$ cat src/rtl/mw_pkg.sv
package mw_pkg;
  typedef enum logic [2:0] {
    ST_IDLE = 3'd0,
    ST_CMD  = 3'd1,
    ST_DATA = 3'd2,
    ST_READ = 3'd3,
    ST_HOLD = 3'd4
  } mw_state_t;

  localparam logic [1:0] OP_MISC  = 2'b00;
  localparam logic [1:0] OP_WRITE = 2'b01;
  localparam logic [1:0] OP_READ  = 2'b10;
  localparam logic [1:0] OP_ERASE = 2'b11;

  localparam logic [1:0] SUB_DISARM = 2'b00;
  localparam logic [1:0] SUB_FILL   = 2'b01;
  localparam logic [1:0] SUB_CLEAR  = 2'b10;
  localparam logic [1:0] SUB_ARM    = 2'b11;
endpackage

$ cat src/rtl/mw_decoder.sv
module mw_decoder
  import mw_pkg::*;
#(
  parameter int ADDR_W = 6,
  parameter int DATA_W = 16
) (
  input  logic              clk,
  input  logic              rst_n,
  input  logic              sel_i,
  input  logic              din_i,
  input  logic              sk_rise_i,
  input  logic [DATA_W-1:0] rd_data_i,
  output logic [ADDR_W-1:0] acc_addr_o,
  output logic [DATA_W-1:0] wdata_o,
  output logic              wr_stb_o,
  output logic              fill_o,
  output logic              er_stb_o,
  output logic              clr_stb_o,
  output logic              wen_o,
  output logic              dout_o,
  output logic              dout_en_o
);
  localparam int INSTR_W = ADDR_W + 2;
  localparam int CNT_W   = $clog2(DATA_W);
  localparam logic [CNT_W-1:0] LAST_INSTR = CNT_W'(INSTR_W - 1);
  localparam logic [CNT_W-1:0] LAST_DATA  = CNT_W'(DATA_W - 1);

  mw_state_t         state_q, n_state;
  logic [CNT_W-1:0]  cnt_q, n_cnt;
  logic [DATA_W-1:0] in_sr_q, n_in_sr;
  logic [DATA_W-1:0] out_sr_q, n_out_sr;
  logic [ADDR_W-1:0] addr_q, n_addr;
  logic              wen_q, n_wen;
  logic              all_q, n_all;
  logic              oe_q, n_oe;
  logic [INSTR_W-1:0] instr;

  assign instr = {in_sr_q[INSTR_W-2:0], din_i};

  always_comb begin
    n_state   = state_q;
    n_cnt     = cnt_q;
    n_in_sr   = in_sr_q;
    n_out_sr  = out_sr_q;
    n_addr    = addr_q;
    n_wen     = wen_q;
    n_all     = all_q;
    n_oe      = oe_q;
    wr_stb_o  = 1'b0;
    er_stb_o  = 1'b0;
    clr_stb_o = 1'b0;
    if (!sel_i) begin
      n_state = ST_IDLE;
      n_cnt   = '0;
      n_oe    = 1'b0;
    end else if (sk_rise_i) begin
      case (state_q)
        ST_IDLE: begin
          if (din_i) begin
            n_state = ST_CMD;
            n_cnt   = '0;
          end
        end
        ST_CMD: begin
          n_in_sr = {in_sr_q[DATA_W-2:0], din_i};
          n_cnt   = cnt_q + 1'b1;
          if (cnt_q == LAST_INSTR) begin
            n_cnt   = '0;
            n_addr  = instr[ADDR_W-1:0];
            n_state = ST_HOLD;
            case (instr[INSTR_W-1 -: 2])
              OP_READ: begin
                n_state  = ST_READ;
                n_out_sr = rd_data_i;
                n_oe     = 1'b1;
              end
              OP_WRITE: begin
                n_state = ST_DATA;
                n_all   = 1'b0;
              end
              OP_ERASE: er_stb_o = 1'b1;
              default: begin
                case (instr[ADDR_W-1 -: 2])
                  SUB_ARM:    n_wen     = 1'b1;
                  SUB_DISARM: n_wen     = 1'b0;
                  SUB_CLEAR:  clr_stb_o = 1'b1;
                  default: begin
                    n_state = ST_DATA;
                    n_all   = 1'b1;
                  end
                endcase
              end
            endcase
          end
        end
        ST_DATA: begin
          n_in_sr = {in_sr_q[DATA_W-2:0], din_i};
          n_cnt   = cnt_q + 1'b1;
          if (cnt_q == LAST_DATA) begin
            wr_stb_o = 1'b1;
            n_cnt    = '0;
            n_state  = ST_HOLD;
          end
        end
        ST_READ: begin
          if (cnt_q == LAST_DATA) begin
            n_oe    = 1'b0;
            n_cnt   = '0;
            n_state = ST_HOLD;
          end else begin
            n_out_sr = {out_sr_q[DATA_W-2:0], 1'b0};
            n_cnt    = cnt_q + 1'b1;
          end
        end
        default: ;
      endcase
    end
  end

  always_ff @(posedge clk or negedge rst_n) begin
    if (!rst_n) begin
      state_q  <= ST_IDLE;
      cnt_q    <= '0;
      in_sr_q  <= '0;
      out_sr_q <= '0;
      addr_q   <= '0;
      wen_q    <= 1'b0;
      all_q    <= 1'b0;
      oe_q     <= 1'b0;
    end else begin
      state_q  <= n_state;
      cnt_q    <= n_cnt;
      in_sr_q  <= n_in_sr;
      out_sr_q <= n_out_sr;
      addr_q   <= n_addr;
      wen_q    <= n_wen;
      all_q    <= n_all;
      oe_q     <= n_oe;
    end
  end

  assign acc_addr_o = (state_q == ST_CMD) ? instr[ADDR_W-1:0] : addr_q;
  assign wdata_o    = {in_sr_q[DATA_W-2:0], din_i};
  assign fill_o     = all_q;
  assign wen_o      = wen_q;
  assign dout_en_o  = oe_q;
  assign dout_o     = oe_q & out_sr_q[DATA_W-1];


  abort_idle_chk: assert property (@(posedge clk) disable iff (!rst_n)
    !sel_i |=> (state_q == ST_IDLE && cnt_q == '0));

  oe_on_edge_chk: assert property (@(posedge clk) disable iff (!rst_n)
    $rose(oe_q) |-> $past(sk_rise_i && sel_i));

  idle_quiet_chk: assert property (@(posedge clk) disable iff (!rst_n)
    (state_q == ST_IDLE) |-> !oe_q);

  cnt_bound_chk: assert property (@(posedge clk) disable iff (!rst_n)
    (state_q == ST_CMD) |-> (cnt_q <= LAST_INSTR));
endmodule

$ cat config.mk
export PLATFORM = sky130hd
export DESIGN_NAME = mw_decoder
export DESIGN_NICKNAME = d
export VERILOG_FILES = /design/src/rtl/mw_pkg.sv /design/src/rtl/mw_decoder.sv
export SDC_FILE = /design/constraint.sdc
export NUM_CORES = 1
export LEC_CHECK = 0
export BUFFER_PORTS_ARGS = -buffer_cell sky130_fd_sc_hd__buf_2
export CORE_MARGIN = 4
export CORE_UTILIZATION = 55
export DETAILED_ROUTE_END_ITERATION = 10
export PLACE_DENSITY_LB_ADDON = 0.05
export SLEW_MARGIN = 15
export SYNTH_ARGS = -nofsm -noshare
export SYNTH_HDL_FRONTEND = slang
export SYNTH_SLANG_ARGS = --single-unit
export TNS_END_PERCENT = 10
$ cat constraint.sdc
create_clock -name clk -period 4.39 [get_ports clk]
set_input_delay 0.6585 -clock clk [delete_from_list [all_inputs] [get_ports clk]]
set_output_delay 0.6585 -clock clk [all_outputs]
set_load 0.05 [all_outputs]
==> qor.csv, run 1 <==
stage;metric;value;unit
run_status;status;completed;
die;DIE HEIGHT;74.5;um
placement;Placement Setup Slack;1.96;ns
route;drt via density;5.57;
logic_synthesis;commonest cells in the netlist;dfrtp_1, nand2_1, mux2_2, mux2i_1, o21ai_2;
logic_synthesis;Adder-Cell Fraction of Synth Area;0.0462;
route;Final ANT Viol Nets;0;
logic_synthesis;post-synthesis compound-gate area fraction;0.129;
placement;Port Buf Inserts;49;
logic_synthesis;post-synthesis xor/xnor area fraction;0;
sta;Slew HR;0.330;
sta;Worst Tran Pin Value;1.00;ns
global_route;GR Layer Usage met2;0.267;
logic_synthesis;Syn. warnings;0;
logic_synthesis;Yosys top cell area share;0.483;
sta;setup ws final;1.64;ns
cts;CTS tree;done;
placement;GP Congestion;0.879;
cells_and_area;fin nets;293;
cells_and_area;cell area after layout;2770;um2
placement;Post-Place Cell Area;2680;um2
logic_synthesis;synthesized area per cell;11.2;um2
cells_and_area;P&R area growth vs syn;13.7;%
die;Placement Rows;23;
min_path;type of the worst min-delay path;flop to flop;
power;Final Power;1.38;mW
logic_synthesis;number of synthesized flops with an enable pin;0;
cts;CTS Buf Count;5;
cts;Clk pin slew, worst setup/hold paths;0.09;ns
sta;Min Hold Slack;0.482;ns
die;I/O Pins;50;
logic_synthesis;ranking of synthesized cells by area;dfrtp_1, mux2_2, mux2i_1;
global_route;global-route wire length before repair;7590;um
global_route;met3 GRT Util;0.0446;
route;DRC viols;0;
logic_synthesis;sequential share of the synthesized area;0.483;
die;Die ar.;5560;um2
sta;final setup violating endpoints;0;
cts;worst skew pair latency;0.30;ns
global_route;initial antenna violation count;0;
logic_synthesis;Syn Inst Count;217;
cells_and_area;ANT cells;0;
route;routed via count;1749;
cts;post_cts resized;0;
logic_synthesis;FF+latch count, synth;47;
run;max cap viols;0;
global_route;largest net degree at the start of global routing;48;
logic_synthesis;Cell variety after synth;40;
placement;cell total after placement;306;
cells_and_area;filler cell count;333;
die;core area;4140;um2
route;Pre-antenna DRT Iters;4;
power;pwr/cell area;497;nW/um2
power;Leak;1.49;nW
critical_path;CP endpoint kind;primary output;
placement;DP Wirelength;3150;um
sta;RSZ-0062 raised after global routing;no;
cells_and_area;Finished Layout Cells;314;
die;Initial Utilization;0.588;
logic_synthesis;asr flop ratio synth;1.00;
logic_synthesis;most common cell in the netlist;dfrtp_1;
cts;Root Buffer;clkbuf_8;
die;die width;74.5;um
critical_path;required time worst endpoint;3.73;ns
cts;H-tree level count;2;
logic_synthesis;multiplexer area fraction after synthesis;0.172;
critical_path;CP Data Arrival Time;2.09;ns
sta;Slew Viols, Final;0;
sta;period utilisation layout;0.627;
cts;clock sink count;47;
route;final wirelength;4510;um
global_route;GRT busiest layer;met2;
global_route;vias in the first global route;1587;
logic_synthesis;largest family of logic cells by synthesized area;multiplexers;
sta;Final Hold Vio Count;0;
critical_path;CP Launch Type;flop;
cts;Hold-fix buffers, CTS;0;
sta;maximum clock frequency;363;MHz
cts;Post CTS Setup Buffer Count;0;
global_route;All-Layer GR Usage;0.179;
route;initial drt markers;94;
sta;fin crit period;2.75;ns
critical_path;crit-path max FO;10;
power;Max rail drop VDD;0.000338;V
global_route;grt ovf;0;
sta;Worst Skew;0.00807;ns
logic_synthesis;Synth Cell Area;2430;um2
logic_synthesis;Synth area leader;dfrtp_1;
logic_synthesis;Post-synth top flop;dfrtp_1;
cells_and_area;final core occ;0.668;
logic_synthesis;simple-gate area share of the yosys netlist;0.123;
cells_and_area;ratio of cells with drive above 1 in the final layout;0.375;
route;WL/cell;14.4;um
cts;clk buf depth;2;
critical_path;CP Class;flop to primary output;
sta;setup TNS;0;ns
logic_synthesis;syn nets;247;
global_route;met1 usage;0.260;
==> worst max-delay path, cell delays in order (launching register included) <==
cell and delay [ns]:
dfrtp_1 0.48, nand2b_1 0.26, nor2_1 0.43, mux2_2 0.40
buf_2 0.21
==> layout by cell type (no fill, tap or decap), types with 2 or more instances in the layout <==
cell type | Yosys | final
a211oi_1 | 2 | 2
a31oi_1 | 3 | 3
and2_1 | 2 | 2
and3_1 | 2 | 2
buf_2 | 7 | 49
buf_4 | 3 | 2
clkbuf_8 | 0 | 5
dfrtp_1 | 47 | 47
ha_1 | 9 | 9
inv_1 | 9 | 9
inv_6 | 0 | 2
mux2_2 | 23 | 23
mux2i_1 | 16 | 16
nand2_1 | 26 | 26
nand2b_1 | 3 | 3
nand3_1 | 2 | 2
nand3b_1 | 2 | 2
nor2_1 | 4 | 4
nor2b_1 | 3 | 3
nor3_1 | 4 | 4
o21a_1 | 3 | 3
o21ai_0 | 12 | 12
o21ai_1 | 2 | 2
o21ai_2 | 14 | 14
==> kinds of logic after synthesis <==
logic type,count (synthesis)
buffers and inverters,21
and+or+nand+nor,57
DFF,47
adders and majority gates,9
muxes,39
AOI/OAI and AO/OA,44
==> worst paths after layout <==
check / start / end / slack (ns) / cells past startpoint
min in group asynchronous: rst_n / cnt_q[1] / 0.51 / 1
setup reg to reg: state_q[1] / in_sr_q[13] / 2.34 / 3
max in group asynchronous: rst_n / out_sr_q[5] / 3.25 / 1
hold / removal: out_sr_q[15] / out_sr_q[15] / 0.48 / 2
hold reg to reg: out_sr_q[15] / out_sr_q[15] / 0.48 / 2
setup / recovery: state_q[1] / acc_addr_o[1] / 1.64 / 4
==> sequential cells by signal, indices dropped and copies added, names as in the netlist <==
register	flops
out_sr_q	16
in_sr_q	15
addr_q	6
cnt_q	4
state_q	3
dout_en_o	1
fill_o	1
wen_o	1
==> final cells by class <==
class,instances,area [um2],area share
clock buffers,5,68.8,0.0249
clock inverters,3,22.5,0.00813
inverters,9,33.8,0.0122
multi-input cells,149,1140,0.413
flip-flops and latches,47,1180,0.425
well taps,50,62.6,0.0226
repair buffers,51,260,0.0940
==> report_power, final <==
| part | leakage, nW | switching (mW) | total [mW] | internal (mW) |
|---|---|---|---|---|
| Clock | 0.0489 | 0.154 | 0.269 | 0.115 |
| Sequential | 0.635 | 0.0728 | 0.568 | 0.495 |
| Combinational | 0.809 | 0.385 | 0.540 | 0.155 |
| Total | 1.49 | 0.612 | 1.38 | 0.765 |
==> metal layers <==
metal	share of wire	routed length [um]
met2	0.46	2060
met3	0.056	252
met1	0.47	2140
met5	0	0
met4	0.011	51
No activity file was read; power rests on OpenSTA's default activity.
==> run 2: changes to the inputs <==
ABC_AREA = 1   (was unset)
CORE_UTILIZATION = 50   (was 55)
clock period = 2.3 ns   (was 4.39 ns; I/O delays follow)
==> run 2 against run 1 <==
Clock skew decreased by 0.00088 ns. Power increased by 110%. Non-clock buffer count increased by 2. Global-route usage increased by 1.2 points. The run now ends with negative hold slack left.
==> qor.csv, run 2 <==
stage;metric;value;unit
global_route;largest net degree at the start of global routing;48;
placement;DP Wirelength;4070;um
min_path;type of the worst min-delay path;input port to async pin;
cells_and_area;most frequent cells in the layout;nand2_1, buf_2, dfrtp_1;
run_status;status;complete, but fails checks;
critical_path;CP cell instances;ha_1, nand3_2, nor2_4, nand2_4, nor3b_2, buf_4;
sta;fin crit period;2.16;ns
logic_synthesis;Cell variety after synth;28;
die;Die ar.;6630;um2
sta;Min Hold Slack;-0.00130;ns
cts;H-tree level count;2;
route;drt via density;5.04;
logic_synthesis;FF+latch count, synth;47;
route;Pre-antenna DRT Iters;4;
sta;setup TNS;0;ns
cts;Hold-fix buffers, CTS;0;
route;routed via count;2288;
sta;Slew Viols, Final;0;
route;WL/cell;12.8;um
sta;final setup violating endpoints;0;
sta;Worst Tran Pin Value;0.393;ns
die;DIE HEIGHT;81.4;um
route;DRC viols;0;
logic_synthesis;Synth area leader;dfrtp_1;
logic_synthesis;Syn Inst Count;336;
cells_and_area;Reg with most FFs;out_sr_q;
logic_synthesis;synthesized area per cell;8.02;um2
global_route;All-Layer GR Usage;0.191;
cells_and_area;fin nets;413;
cts;CTS Buf Count;5;
global_route;initial antenna violation count;0;
critical_path;CP endpoint kind;primary output;
logic_synthesis;commonest cells in the netlist;nand2_1, dfrtp_1, inv_1, nand4_1, nand3_1;
logic_synthesis;most common cell in the netlist;nand2_1;
critical_path;crit-path max FO;14;
cells_and_area;ANT cells;0;
cells_and_area;max reg flops;16;
cts;Root Buffer;clkbuf_8;
power;Leak;1.67;nW
cells_and_area;P&R area growth vs syn;14.4;%
sta;period utilisation layout;0.941;
sta;RSZ-0062 raised after global routing;no;
critical_path;crit path from;cnt_q[0];
critical_path;required time worst endpoint;1.96;ns
cts;clock sink count;47;
critical_path;CP Launch Type;flop;
global_route;grt ovf;0;
cts;Clk pin slew, worst setup/hold paths;0.08;ns
logic_synthesis;Post-synth top flop;dfrtp_1;
critical_path;CP Class;flop to primary output;
power;Max rail drop VDD;0.000638;V
logic_synthesis;ranking of synthesized cells by area;dfrtp_1, nand2_1, nand4_1;
sta;Slew HR;0.738;
cts;Post CTS Setup Buffer Count;0;
logic_synthesis;number of synthesized flops with an enable pin;0;
sta;setup ws final;0.136;ns
global_route;vias in the first global route;2148;
logic_synthesis;sequential share of the synthesized area;0.436;
sta;maximum clock frequency;462;MHz
logic_synthesis;asr flop ratio synth;1.00;
logic_synthesis;Synth Cell Area;2700;um2
power;pwr/cell area;928;nW/um2
critical_path;R2R setup slack;0.54;ns
cells_and_area;most common cell after layout, fill and taps aside;nand2_1;
placement;Port Buf Inserts;49;
route;final wirelength;5810;um
cts;post_cts resized;2;
placement;GP Congestion;0.791;
sta;Worst Skew;0.00719;ns
cts;CTS tree;done;
logic_synthesis;Yosys top cell area share;0.436;
critical_path;Worst path max stage delay;0.39;ns
cts;worst skew pair latency;0.30;ns
route;Final ANT Viol Nets;0;
die;I/O Pins;50;
die;Initial Utilization;0.521;
logic_synthesis;syn nets;366;
sta;Final Hold Vio Count;2;
critical_path;r2r startpoint;in_sr_q[5];
run;max cap viols;0;
die;Placement Rows;26;
critical_path;reg2reg end;out_sr_q[3];
global_route;global-route wire length before repair;9660;um
critical_path;critical path's slowest cell;dfrtp_1;
cells_and_area;final core occ;0.597;
logic_synthesis;Syn. warnings;0;
cells_and_area;biggest regs;out_sr_q: 16 flops, in_sr_q: 15 flops, addr_q: 6 flops;
placement;cell total after placement;446;
run_status;failing checks;negative hold slack;
cells_and_area;ratio of cells with drive above 1 in the final layout;0.263;
critical_path;CP Data Arrival Time;1.82;ns
cts;clk buf depth;2;
die;core area;5170;um2
die;die width;81.4;um
route;initial drt markers;151;
cells_and_area;Finished Layout Cells;454;
critical_path;Worst R2R Path Depth;7;
placement;Placement Setup Slack;0.296;ns
==> run 2: changes by cell type after synthesis, sizes merged, moves of 5 or more <==
cell,before,now
a21oi,1,6
inv,9,25
nor2,4,14
nand4,1,19
mux2i,16,0
nand2,26,148
mux2,23,0
nand3,2,20
==> run 2: cell families after synthesis <==
logic type / count (synthesis) / synth area share
AOI/OAI and AO/OA: 34 / 0.0826
xor gates and xnor gates: 1 / 0.00325
adders and majority gates: 9 / 0.0418
buffers and inverters: 38 / 0.0752
DFF: 47 / 0.436
and+or+nand+nor: 207 / 0.361
==> run 2: area by class of cell <==
type	instances	area, um2
Fill cell	497	2090
Multi-Input combinational cell	251	1340
Sequential cell	47	1180
Timing Repair Buffer	53	290
Inverter	25	93.8
Tap cell	70	87.6
Clock buffer	6	82.6
Clock inverter	2	16.3
==> run 2: worst max-delay path by stage <==
stage	end	slack, ns	cells past startpoint
global placement	clr_stb_o	0.35	6
floorplan	acc_addr_o[0]	-0.07	4
CTS	clr_stb_o	0.03	6
global route	clr_stb_o	0.009	6
detailed placement	clr_stb_o	0.30	6
finish	clr_stb_o	0.14	6
==> run 2: critical path: cells and delay by family, from the launching register on <==
kind	cells	cell delay, ns
simple gates	4	0.65
flops	1	0.39
fa+ha+maj	1	0.26
buf+inv	1	0.22
==> run 2: routing by layer <==
layer	track usage	wire (um)
met1	0.256	2780
met2	0.296	2690
met3	0.0461	259
met4	0.0794	89
met5	0	0
==> run 2: where the power goes <==
part	internal, mW	leakage, nW	switching, mW
Clock	0.245	0.0474	0.284
Combinational	0.318	0.983	0.926
Sequential	0.959	0.644	0.129
==> run 2: per-stage QoR <==
stage	cell area (um2)	total power, mW
2_1_floorplan	2700	2.07
3_3_place_gp	2970	2.34
3_5_place_dp	2970	2.35
4_1_cts	3080	2.90
5_1_grt	3090	3.07
6_report	3090	2.86
==> run 3: changes to the inputs <==
HOLD_SLACK_MARGIN = 0.08   (was unset)
==> run 3 against run 2 <==
The flow now finishes without violations. Sequential share of layout area shrank 0.12 points. Register-to-register slack hardly changed. Wire length up 0.26%. Via count barely moved. First-iteration DRC count shrank 19%. Global-route usage stayed put. Clock skew is essentially flat. Die area stayed put. Combinational power about the same. Clock power hardly changed. Sequential power barely moved.
==> qor.csv, run 3 (synthesis results as in run 2) <==
stage;metric;value;unit
cells_and_area;max reg flops;16;
power;combinational share of power;0.435;
cts;worst skew pair latency;0.30;ns
power;switching power;1.34;mW
power;Final Power;2.86;mW
sta;fin crit period;2.16;ns
sta;Worst Tran Pin Value;0.389;ns
power;Internal;1.52;mW
power;Flop pwr share;0.380;
cells_and_area;most frequent cells in the layout;nand2_1, buf_2, dfrtp_1;
sta;setup ws final;0.142;ns
route;WL/cell;12.8;um
power;Max rail drop VDD;0.000638;V
route;Final ANT Viol Nets;0;
run;max cap viols;0;
critical_path;CP Launch Type;flop;
power;sw frac;0.468;
cts;Root Buffer;clkbuf_8;
critical_path;crit path from;cnt_q[0];
die;DIE HEIGHT;81.4;um
cts;clk buf depth;2;
cells_and_area;Reg with most FFs;out_sr_q;
global_route;initial antenna violation count;0;
sta;Final Hold Vio Count;0;
critical_path;Worst path max stage delay;0.39;ns
cts;H-tree level count;2;
placement;Port Buf Inserts;49;
die;Die ar.;6630;um2
placement;cell total after placement;446;
placement;GP Congestion;0.791;
cts;CTS Buf Count;5;
cts;CTS tree;done;
die;die width;81.4;um
critical_path;crit-path max FO;14;
critical_path;r2r startpoint;in_sr_q[5];
run_status;status;completed;
route;routed via count;2289;
critical_path;required time worst endpoint;1.96;ns
global_route;All-Layer GR Usage;0.191;
route;final wirelength;5820;um
sta;period utilisation layout;0.938;
sta;Slew HR;0.740;
cells_and_area;Finished Layout Cells;455;
critical_path;CP cell instances;ha_1, nand3_2, nor2_4, nand2_4, nor3b_2, buf_4;
cells_and_area;filler cell count;496;
critical_path;CP Data Arrival Time;1.81;ns
sta;RSZ-0062 raised after global routing;no;
cells_and_area;most common cell after layout, fill and taps aside;nand2_1;
cells_and_area;fin nets;414;
power;Leak;1.68;nW
critical_path;critical path's slowest cell;dfrtp_1;
route;initial drt markers;122;
cells_and_area;ANT cells;0;
die;Initial Utilization;0.521;
sta;Min Hold Slack;0.358;ns
sta;Worst Skew;0.00733;ns
global_route;global-route wire length before repair;9660;um
sta;Slew Viols, Final;0;
cts;clock sink count;47;
cts;Post CTS Setup Buffer Count;0;
global_route;largest net degree at the start of global routing;48;
placement;DP Wirelength;4070;um
sta;final setup violating endpoints;0;
route;DRC viols;0;
die;core area;5170;um2
power;pwr/cell area;925;nW/um2
die;Placement Rows;26;
sta;maximum clock frequency;463;MHz
cells_and_area;P&R area growth vs syn;14.8;%
power;clock network power share;0.185;
cells_and_area;final core occ;0.598;
global_route;vias in the first global route;2148;
cells_and_area;biggest regs;out_sr_q: 16 flops, in_sr_q: 15 flops, addr_q: 6 flops;
min_path;type of the worst min-delay path;input port to flop;
min_path;hold_sp;rd_data_i[8];
die;I/O Pins;50;
cts;Clk pin slew, worst setup/hold paths;0.09;ns
route;Pre-antenna DRT Iters;4;
critical_path;CP Class;flop to primary output;
route;drt via density;5.03;
placement;Placement Setup Slack;0.296;ns
global_route;grt ovf;0;
critical_path;CP endpoint kind;primary output;
cells_and_area;ratio of cells with drive above 1 in the final layout;0.262;
-- run 3: changes by cell type in the layout (fill, tap and decap cells not counted) --
cell           delta
dlygate4sd3_1     +1
-- run 3: final timing paths --
check                      cells after the start  slack, ns          end
min in group asynchronous                      3       0.53     cnt_q[2]
min reg2reg                                    2       0.48  out_sr_q[0]
max reg2reg                                    7       0.54  out_sr_q[3]
max                                            6       0.14    clr_stb_o
max in group asynchronous                      3       1.53   in_sr_q[3]
min                                            5       0.36  out_sr_q[8]
-- run 3: critical path, delay by kind of cell, from the launching register on --
kind / cells / cell delay (ns)
AND/OR/NAND/NOR: 4 / 0.63
flip-flops: 1 / 0.39
adder cells (fa/ha/maj): 1 / 0.26
buffers and inverters: 1 / 0.22
-- run 3: per-stage QoR --
| step | TNS [ns] | instance area, um2 |
|---|---|---|
| floorplan | -0.444 | 2700 |
| global placement | 0 | 2970 |
| detailed placement | 0 | 2970 |
| CTS | 0 | 3090 |
| global route | 0 | 3100 |
| finish | 0 | 3100 |
-- run 3: final cells by class --
class                           instances  area, um2  area share
Inverter                               25       93.8      0.0303
Sequential cell                        47       1180       0.380
Tap cell                               70       87.6      0.0283
Multi-Input combinational cell        251       1340       0.432
Timing Repair Buffer                   54        300      0.0970
Clock inverter                          2       16.3     0.00525
Clock buffer                            6       82.6      0.0267
-- run 3: power by group through the flow --
stage / Clock, mW / Combinational (mW) / Sequential, mW
finish: 0.530 / 1.25 / 1.09
global route: 0.599 / 1.36 / 1.11
CTS: 0.559 / 1.25 / 1.09
detailed placement: 0 / 1.25 / 1.10
global placement: 0 / 1.24 / 1.10
floorplan: 0 / 0.741 / 1.33
-- run 3: layer usage --
metal / vias up / global-route usage / part of all wire
met5: - / 0 / 0
met4: 0 / 0.0794 / 0.015
met3: 5 / 0.0461 / 0.044
met2: 45 / 0.296 / 0.47
met1: 1060 / 0.256 / 0.47
li1: 1179 / - / -
-- run 3: timing repair --
item	4_1_cts	5_1_grt
setup endpoints to repair	1	2
hold buffers	1	0
hold endpoints to repair	47	0
gates resized for setup	2	2
